### src/rtl/skip_tpg_pkg.sv
package skip_tpg_pkg;
  typedef enum logic [1:0] {
    TPG_IDLE = 2'd0,
    TPG_RUN  = 2'd1,
    TPG_DONE = 2'd2
  } tpg_mode_e;
endpackage

### src/rtl/tpg_lfsr.sv
module tpg_lfsr #(
  parameter int unsigned         W        = 4,
  parameter logic [W-1:0]        TAP_MASK = 4'b0011,
  parameter logic [W-1:0]        SEED     = 4'd9
) (
  input  logic         clk_i,
  input  logic         rst_ni,
  input  logic         load_i,
  input  logic         adv_i,
  input  logic         jump_i,
  input  logic [W-1:0] jump_tgt_i,
  output logic [W-1:0] state_o
);
  logic [W-1:0] state_q;
  logic [W-1:0] natural_w;
  logic [W-1:0] next_w;

  assign natural_w = {^(state_q & TAP_MASK), state_q[W-1:1]};

  // per-bit 2:1 override mux
  for (genvar i = 0; i < int'(W); i++) begin : g_mux
    assign next_w[i] = jump_i ? jump_tgt_i[i] : natural_w[i];
  end

  always_ff @(posedge clk_i or negedge rst_ni) begin
    if (!rst_ni)     state_q <= SEED;
    else if (load_i) state_q <= SEED;
    else if (adv_i)  state_q <= next_w;
  end

  assign state_o = state_q;
endmodule

### src/rtl/tpg_shift_cnt.sv
module tpg_shift_cnt #(
  parameter int unsigned LEN = 3,
  localparam int unsigned CW = (LEN > 1) ? $clog2(LEN) : 1
) (
  input  logic clk_i,
  input  logic rst_ni,
  input  logic clr_i,
  input  logic en_i,
  output logic last_o
);
  logic [CW-1:0] cnt_q;

  assign last_o = (cnt_q == CW'(LEN - 1));

  always_ff @(posedge clk_i or negedge rst_ni) begin
    if (!rst_ni)     cnt_q <= '0;
    else if (clr_i)  cnt_q <= '0;
    else if (en_i)   cnt_q <= last_o ? '0 : cnt_q + 1'b1;
  end
endmodule

### src/rtl/tpg_map_logic.sv
module tpg_map_logic #(
  parameter int unsigned                 W           = 4,
  parameter int unsigned                 NJ          = 2,
  parameter logic [NJ-1:0][W-1:0]        JUMP_FROM   = {4'd2, 4'd10},
  parameter logic [NJ-1:0][W-1:0]        JUMP_TO     = {4'd7, 4'd8},
  parameter logic [W-1:0]                FINAL_STATE = 4'd1
) (
  input  logic         en_i,
  input  logic [W-1:0] state_i,
  output logic         ctrl_o,
  output logic [W-1:0] tgt_o,
  output logic         final_o
);
  logic [W-1:0]  seen_w;
  logic [NJ-1:0] hit_w;

  // inputs held at zero except on end-state cycles
  assign seen_w = state_i & {W{en_i}};

  for (genvar j = 0; j < int'(NJ); j++) begin : g_hit
    assign hit_w[j] = en_i && (seen_w == JUMP_FROM[j]);
  end

  always_comb begin
    tgt_o = '0;
    for (int j = 0; j < int'(NJ); j++) tgt_o |= JUMP_TO[j] & {W{hit_w[j]}};
  end

  assign ctrl_o  = |hit_w;
  assign final_o = en_i && (seen_w == FINAL_STATE);
endmodule

### src/rtl/skip_tpg.sv
module skip_tpg
  import skip_tpg_pkg::*;
#(
  parameter int unsigned                        LFSR_W      = 4,
  parameter int unsigned                        SCAN_LEN    = 3,
  parameter logic [LFSR_W-1:0]                  TAP_MASK    = 4'b0011,
  parameter logic [LFSR_W-1:0]                  SEED        = 4'd9,
  parameter int unsigned                        NUM_JUMPS   = 2,
  parameter logic [NUM_JUMPS-1:0][LFSR_W-1:0]   JUMP_FROM   = {4'd2, 4'd10},
  parameter logic [NUM_JUMPS-1:0][LFSR_W-1:0]   JUMP_TO     = {4'd7, 4'd8},
  parameter logic [LFSR_W-1:0]                  FINAL_STATE = 4'd1
) (
  input  logic clk_i,
  input  logic rst_ni,
  input  logic start_i,
  output logic scan_o,
  output logic pat_done_o,
  output logic sess_done_o
);
  tpg_mode_e         mode_q;
  logic [LFSR_W-1:0] lfsr_q;
  logic [LFSR_W-1:0] ml_tgt;
  logic              ml_ctrl, ml_final;
  logic              cnt_last, run_w, m_en, finish_w, adv_w;

  assign run_w    = (mode_q == TPG_RUN);
  assign m_en     = run_w && cnt_last;
  assign finish_w = m_en && ml_final && !start_i;
  assign adv_w    = run_w && !start_i && !finish_w;

  tpg_shift_cnt #(.LEN(SCAN_LEN)) i_cnt (
    .clk_i  (clk_i),
    .rst_ni (rst_ni),
    .clr_i  (start_i),
    .en_i   (adv_w),
    .last_o (cnt_last)
  );

  tpg_map_logic #(
    .W(LFSR_W), .NJ(NUM_JUMPS), .JUMP_FROM(JUMP_FROM),
    .JUMP_TO(JUMP_TO), .FINAL_STATE(FINAL_STATE)
  ) i_map (
    .en_i    (m_en),
    .state_i (lfsr_q),
    .ctrl_o  (ml_ctrl),
    .tgt_o   (ml_tgt),
    .final_o (ml_final)
  );

  tpg_lfsr #(.W(LFSR_W), .TAP_MASK(TAP_MASK), .SEED(SEED)) i_lfsr (
    .clk_i      (clk_i),
    .rst_ni     (rst_ni),
    .load_i     (start_i),
    .adv_i      (adv_w),
    .jump_i     (ml_ctrl && m_en),
    .jump_tgt_i (ml_tgt),
    .state_o    (lfsr_q)
  );

  always_ff @(posedge clk_i or negedge rst_ni) begin
    if (!rst_ni)       mode_q <= TPG_IDLE;
    else if (start_i)  mode_q <= TPG_RUN;
    else if (finish_w) mode_q <= TPG_DONE;
  end

  assign scan_o      = run_w && lfsr_q[0];
  assign pat_done_o  = m_en;
  assign sess_done_o = (mode_q == TPG_DONE);
endmodule

### config.mk
export PLATFORM = sky130hd
export DESIGN_NAME = skip_tpg
export DESIGN_NICKNAME = d
export VERILOG_FILES = /design/src/rtl/skip_tpg_pkg.sv /design/src/rtl/tpg_lfsr.sv /design/src/rtl/tpg_shift_cnt.sv /design/src/rtl/tpg_map_logic.sv /design/src/rtl/skip_tpg.sv
export SDC_FILE = /design/constraint.sdc
export NUM_CORES = 1
export LEC_CHECK = 0
export BUFFER_PORTS_ARGS = -buffer_cell sky130_fd_sc_hd__buf_2
export CAP_MARGIN = 20
export CORE_AREA = 2 2 39 41
export CTS_BUF_LIST = sky130_fd_sc_hd__clkbuf_8
export CTS_CLUSTER_DIAMETER = 80
export CTS_CLUSTER_SIZE = 10
export DETAILED_ROUTE_END_ITERATION = 8
export DIE_AREA = 0 0 41 43
export PLACE_DENSITY = 0.64
export SYNTH_ARGS = -nofsm -noshare
export SYNTH_HDL_FRONTEND = slang
export SYNTH_HIERARCHICAL = 1
export SYNTH_SLANG_ARGS = --single-unit
### constraint.sdc
create_clock -name clk_i -period 2.6 [get_ports clk_i]
set_input_delay 0.52 -clock clk_i [delete_from_list [all_inputs] [get_ports clk_i]]
set_output_delay 0.52 -clock clk_i [all_outputs]
set_load 0.05 [all_outputs]
Word-level counts from Yosys, hierarchy flattened
Cells that the tools add are included.
{"block": "totals", "ff_bits": 8, "in_bits": 3, "output_inout_bits": 3, "word_cells": 39}
{"block": "op_classes", "add_sub_neg": 1, "n_eq_ne": 6, "n_mux": 11, "bitwise": 2, "n_reduce_logical": 16}
{"op": "logical AND 1 bit", "count": 10}
{"op": "two-way mux 2 bit", "count": 5}
{"op": "two-way mux 4 bit", "count": 2}
{"op": "bitwise AND 4 bit", "count": 1}
{"op": "== test 2 bit, second input constant", "count": 2}
{"op": "== test 4 x 1 -> 1 bit, second input constant", "count": 1}
{"op": "== test 4 x 2 -> 1 bit, second input constant", "count": 1}
{"op": "== test 4 bit, second input constant", "count": 1}
{"op": "two-way mux 1 bit", "count": 4}
{"op": "bitwise OR 4 x 3 -> 4 bit", "count": 1}
{"op": "nonzero test 2 bit", "count": 2}
{"op": "parity 4 bit", "count": 1}
{"op": "adder 2 x 1 -> 2 bit, second input constant", "count": 1}
{"op": "== test 2 x 1 -> 1 bit, second input constant", "count": 1}
{"op": "logical NOT 1 bit", "count": 2}
{"op": "OR reduction 2 bit", "count": 1}

Longest topological paths before layout
{"block": "logic_depth", "depth_word": 11, "mapped_depth": 9, "mapped_depth_nobuf": 9}

Modules after synthesis
Netlist, hierarchy kept.
{"mod": "tpg_lfsr", "n_inst": 1, "cells_each": 20, "area_per_inst_um2": 207.7, "seq_area_each_um2": 102.6}
{"mod": "skip_tpg", "n_inst": 1, "cells_each": 14, "area_per_inst_um2": 130.1, "seq_area_each_um2": 50.0}
{"mod": "tpg_shift_cnt", "n_inst": 1, "cells_each": 9, "area_per_inst_um2": 95.1, "seq_area_each_um2": 50.0}
{"mod": "tpg_map_logic", "n_inst": 1, "cells_each": 7, "area_per_inst_um2": 51.3, "seq_area_each_um2": 0.0}

Least setup slack after synthesis
OpenSTA, ideal clock, no wires.
{"block": "synth_timing", "path_kind": "flip-flop to flip-flop", "startpoint": "register i_cnt.cnt_q[0]", "endpoint": "register i_cnt.cnt_q[0]", "setup_time_ns": 0.120, "arrival_ns": 1.881, "required_ns": 2.480, "slack_ns": 0.599, "path_stages_with_launch": 9, "path_buffers": 0, "synth_period_minus_slack_ns": 2.001, "path_cell_list": "dfrtp_1 > nor2b_1 > and2_2 > nand2_1 > nor4_1 > a21oi_1 > and2_2 > or3b_1 > a21oi_1"}
{"block": "synth_between", "elab_chain_len": 10, "word_cells_on_any_way": 14, "cone_classes": "add/sub: 1; eq/ne: 2; mux: 3; bitwise: 1; reduce/logical: 7"}
{"item": "start: declaration", "line_no": "tpg_shift_cnt.sv:11", "rtl": "logic [CW-1:0] cnt_q;"}
{"item": "start signal: assignment", "line_no": "tpg_shift_cnt.sv:18", "rtl": "else if (en_i) cnt_q <= last_o ? '0 : cnt_q + 1'b1;"}
{"item": "== test 2 bit (*)", "line_no": "tpg_shift_cnt.sv:13", "rtl": "assign last_o = (cnt_q == CW'(LEN - 1));"}
{"item": "via cnt_last", "line_no": "skip_tpg.sv:24", "rtl": "logic cnt_last, run_w, m_en, finish_w, adv_w;"}
{"item": "logical AND 1 bit (*)", "line_no": "skip_tpg.sv:27", "rtl": "assign m_en = run_w && cnt_last;"}
{"item": "via pat_done_o", "line_no": "skip_tpg.sv:17", "rtl": "output logic pat_done_o,"}
{"item": "bitwise AND 4 bit", "line_no": "tpg_map_logic.sv:18", "rtl": "assign seen_w = state_i & {W{en_i}};"}
{"item": "== test 4 x 1 -> 1 bit", "line_no": "tpg_map_logic.sv:30", "rtl": "assign final_o = en_i && (seen_w == FINAL_STATE);"}
{"item": "logical AND 1 bit (*)", "line_no": "tpg_map_logic.sv:30"}
{"item": "via ml_final", "line_no": "skip_tpg.sv:23", "rtl": "logic ml_ctrl, ml_final;"}
{"item": "logical AND 1 bit (*) (2 in series)", "line_no": "skip_tpg.sv:28", "rtl": "assign finish_w = m_en && ml_final && !start_i;"}
{"item": "logical NOT 1 bit (*)", "line_no": "skip_tpg.sv:29", "rtl": "assign adv_w = run_w && !start_i && !finish_w;"}
{"item": "logical AND 1 bit (*)", "line_no": "skip_tpg.sv:29"}
{"item": "via adv_w", "line_no": "skip_tpg.sv:24"}
{"item": "nonzero test 2 bit (no line) (*)"}
The timed path passes the listed nets; every way through them passes the cells marked *. The select of a mux whose other input is x is not followed.
A chain may end at the register's enable or synchronous reset.

Worst setup path after layout
{"block": "layout_timing", "startpoint": "register i_cnt.cnt_q[0]", "endpoint": "register i_cnt.cnt_q[1]"}
{"block": "layout_between", "elab_chain_len": 10, "word_cells_on_any_way": 14, "cone_classes": "add/sub: 1; eq/ne: 2; mux: 3; bitwise: 1; reduce/logical: 7"}
{"item": "== test 2 bit (*)", "line_no": "tpg_shift_cnt.sv:13"}
{"item": "via cnt_last", "line_no": "skip_tpg.sv:24"}
{"item": "logical AND 1 bit (*)", "line_no": "skip_tpg.sv:27"}
{"item": "bitwise AND 4 bit", "line_no": "tpg_map_logic.sv:18"}
{"item": "== test 4 x 1 -> 1 bit", "line_no": "tpg_map_logic.sv:30"}
{"item": "logical AND 1 bit (*)", "line_no": "tpg_map_logic.sv:30"}
{"item": "via ml_final", "line_no": "skip_tpg.sv:23"}
{"item": "logical AND 1 bit (*) (2 in series)", "line_no": "skip_tpg.sv:28"}
{"item": "logical NOT 1 bit (*)", "line_no": "skip_tpg.sv:29"}
{"item": "logical AND 1 bit (*)", "line_no": "skip_tpg.sv:29"}
{"item": "via adv_w", "line_no": "skip_tpg.sv:24"}
{"item": "nonzero test 2 bit (no line) (*)"}
Marked as above.

==> run metrics <==
number of nets still failing antenna checks after routing 0; x dimension of the die 41 um; root buffer selected by CTS sky130_fd_sc_hd__clkbuf_8; pin count of the biggest net entering global routing 12; area of the core 0.00138 sq mm; Routed WL per cell 12.2 um; initial core utilization 0.350; Filler cells 141; part of the Yosys area used for sequential elements 0.419; class of the most critical hold timing path primary input to async pin; clock insertion delay at the later pin of the skew report 0.23 ns; IO Pins 6; global-route wire length before repair 1520 um; Crit-path slowest cell sky130_fd_sc_hd__dfrtp_1; Die Span Y 43 um; number of standard cells after synthesis 50; signal arrival time at the worst endpoint 2.23 ns; setup slack after placement 0.540 ns; area used by multi-input combinational logic 254 sq um; die footprint 0.00176 sq mm; setup clock skew after layout 0.00576 ns; total nets after synthesis 53; share of layout cells above drive strength 1 0.268; highest clock rate 481 MHz; Largest delay share family, worst path simple AND/OR/NAND/NOR gates; TritonRoute pass-1 iters 4; peak per-stage delay on the critical path 0.39 ns; YS warnings 6; CTS-repair resized insts 0; Total Routed Length 875 um; CTS tree done; number of hold violations in the final report 0; minimum clock period after layout 2.08 ns; RSZ-0062 raised after global routing false; capturing element type of the critical path flop; worst slew pin tran 0.477 ns; cell area after synthesis 484 sq um; total of buffers placed on input and output ports 5; worst rel slew slack 0.679; endpoints failing setup 0; Worst VDD drop 0.180 mV; main combinational cell family by area after synthesis simple AND/OR/NAND/NOR gates; Critical path buffers and inverters 0; clock tree buffer depth 2; Post-CTS Hold Fix Bufs 0; data required time at the worst endpoint 2.75 ns; leakage component of the power 0.000252 uW; category of the most critical setup path flop to flop; routability-driven placement congestion ratio 0.669; number of antenna violations at the first check in global routing 0; simple-gate portion of the synthesized area 0.302; number of H-tree levels 1; via total after detailed routing 374; count of final max-slew check failures 0; worst path cell trace nor2b_1 > and2_2 > nand2_1 > nor4_1 > a21oi_1 > and2_2 > nand2b_1 > a21oi_1; register cell area after layout 203 sq um; Overall Power 332 uW; site row count 14; compound-gate portion of the synthesized area 0.121; number of post-CTS setup repair buffers 0; Area Overhead vs Synth 14.5%; Post-Synth XOR/XNOR Area 0.0181; crit share post-route 0.800; multiplexer share of the synthesized area 0.0827; clock sink count 8; Diodes inserted 0; clock-pin transition on the worst setup and hold timing paths 0.05 ns; detailed-route DRC error count 0; power density cells 599 mW/mm^2; critical path startpoint category flop; number of global-route vias before repair 354; Tot GR Track Use 0.130; average size of a mapped cell 9.68 sq um; final worst slack 0.520 ns; starting DRC count in detailed routing 7; number of nets at the end of the flow 60; detailed-placement wirelength estimate 619 um; setup TNS after final layout 0 ns; critical path peak fanout 11; cts bufs inserted 3; Max-Cap Viols 0; area share of fa/ha/maj cells after synthesis 0; number of synthesized register bits 8; routed vias/inst 5.19; result of the run completed; overall overflow remaining after global route 0; Synth cell types 26
-- cell usage after synthesis (all sizes together) --
cell type	count	area share
dfrtp	6	0.31
nor2	5	0.039
a21oi	4	0.041
and2	4	0.059
mux2i	4	0.083
a31oi	3	0.039
a211oi	2	0.031
and2b	2	0.034
buf	2	0.031
dfstp	2	0.11
inv	2	0.016
nand2b	2	0.026
nor2b	2	0.041
and3	1	0.013
and4bb	1	0.026
clkbuf	1	0.010
nand2	1	0.0077
nand3b	1	0.016
nor3	1	0.010
nor4	1	0.013
o21ai	1	0.010
or3b	1	0.018
xor2	1	0.018
-- final timing paths --
kind	from	endpoint	slack, ns	depth (start not counted)
max	i_cnt/cnt_q[0]$_DFFE_PN0P_	i_cnt/cnt_q[1]$_DFFE_PN0P_	0.52	8
min	rst_ni	mode_q[1]$_DFFE_PN0P_	0.13	1
max reg2reg	i_cnt/cnt_q[0]$_DFFE_PN0P_	i_cnt/cnt_q[1]$_DFFE_PN0P_	0.52	8
min reg2reg	i_lfsr/state_o[0]$_DFFE_PN1P_	i_lfsr/state_o[0]$_DFFE_PN1P_	0.57	2
max in group asynchronous	rst_ni	i_lfsr/state_o[0]$_DFFE_PN1P_	2.22	1
min in group clk_i	i_lfsr/state_o[0]$_DFFE_PN1P_	i_lfsr/state_o[0]$_DFFE_PN1P_	0.57	2
-- layout by cell type (no fill, tap or decap) --
master and instances:
sky130_fd_sc_hd__and2_2 3, sky130_fd_sc_hd__and2_1 1, sky130_fd_sc_hd__dfstp_2 2, sky130_fd_sc_hd__and2b_1 1, sky130_fd_sc_hd__clkbuf_8 3, sky130_fd_sc_hd__dfrtp_1 6
sky130_fd_sc_hd__nand2b_1 2, sky130_fd_sc_hd__mux2i_1 4, sky130_fd_sc_hd__a31oi_1 3, sky130_fd_sc_hd__a211oi_1 2, sky130_fd_sc_hd__nor2b_1 1, sky130_fd_sc_hd__xor2_1 1
sky130_fd_sc_hd__nor4_1 1, sky130_fd_sc_hd__nand2_1 1, sky130_fd_sc_hd__a21oi_1 4, sky130_fd_sc_hd__inv_1 3, sky130_fd_sc_hd__o21ai_0 1, sky130_fd_sc_hd__nand3b_1 1
sky130_fd_sc_hd__nor2b_4 1, sky130_fd_sc_hd__or3b_1 1, sky130_fd_sc_hd__and3_1 1, sky130_fd_sc_hd__and4bb_1 1, sky130_fd_sc_hd__buf_2 5, sky130_fd_sc_hd__and2b_2 1
sky130_fd_sc_hd__nor2_1 5, sky130_fd_sc_hd__nor3_1 1
-- metrics by stage --
| stage | std cells | area [sq um] | hold WS, ns | utilization |
|---|---|---|---|---|
| 5_1_grt | 72 | 554 | 0.131 | 0.401 |
| 6_report | 72 | 554 | 0.129 | 0.401 |
| 4_1_cts | 72 | 554 | 0.135 | 0.401 |
| 2_1_floorplan | 50 | 484 | 0.224 | - |
| 3_5_place_dp | 68 | 509 | 0.375 | 0.368 |
| 3_3_place_gp | 68 | 509 | 0.374 | 0.368 |
-- cells by family after synthesis --
| group | after synthesis |
|---|---|
| buffers and inverters | 5 |
| multiplexers | 4 |
| AO/OA/AOI/OAI | 10 |
| AND/OR/NAND/NOR | 22 |
| flip-flops | 8 |
| XOR/XNOR | 1 |
-- power breakdown --
group / internal (uW) / switching, uW
Clock: 102 / 50.4
Sequential: 134 / 7.82
Combinational: 14.4 / 22.9
Total: 251 / 81.2
-- per-layer routing --
metal / track usage / wire length, um / up-vias
li1: - / - / 187
met1: 0.166 / 436 / 177
met2: 0.178 / 384 / 8
met3: 0.0471 / 40 / 2
met4: 0.0800 / 14 / 0
met5: 0 / 0 / -
-- worst register-to-register path, stage by stage (launching register included) --
cell and delay (ns):
sky130_fd_sc_hd__dfrtp_1 0.39, sky130_fd_sc_hd__nor2b_1 0.25, sky130_fd_sc_hd__and2_2 0.23, sky130_fd_sc_hd__nand2_1 0.06
sky130_fd_sc_hd__nor4_1 0.37, sky130_fd_sc_hd__a21oi_1 0.12, sky130_fd_sc_hd__and2_2 0.28, sky130_fd_sc_hd__nand2b_1 0.17
sky130_fd_sc_hd__a21oi_1 0.14
-- flip-flops by register name (all words and copies together) (netlist names) --
name and cells:
i_lfsr/state_o 4, mode_q 2, i_cnt/cnt_q 2
-- layout make-up --
class | instances | share of cell area
tap | 16 | 0.0361
inverter | 2 | 0.0135
sequential | 8 | 0.366
multi-input combinational | 37 | 0.458
clock buffer | 3 | 0.0745
clock inverter | 1 | 0.00677
timing repair buffer | 5 | 0.0451
Power figures use the tool's default switching activity.
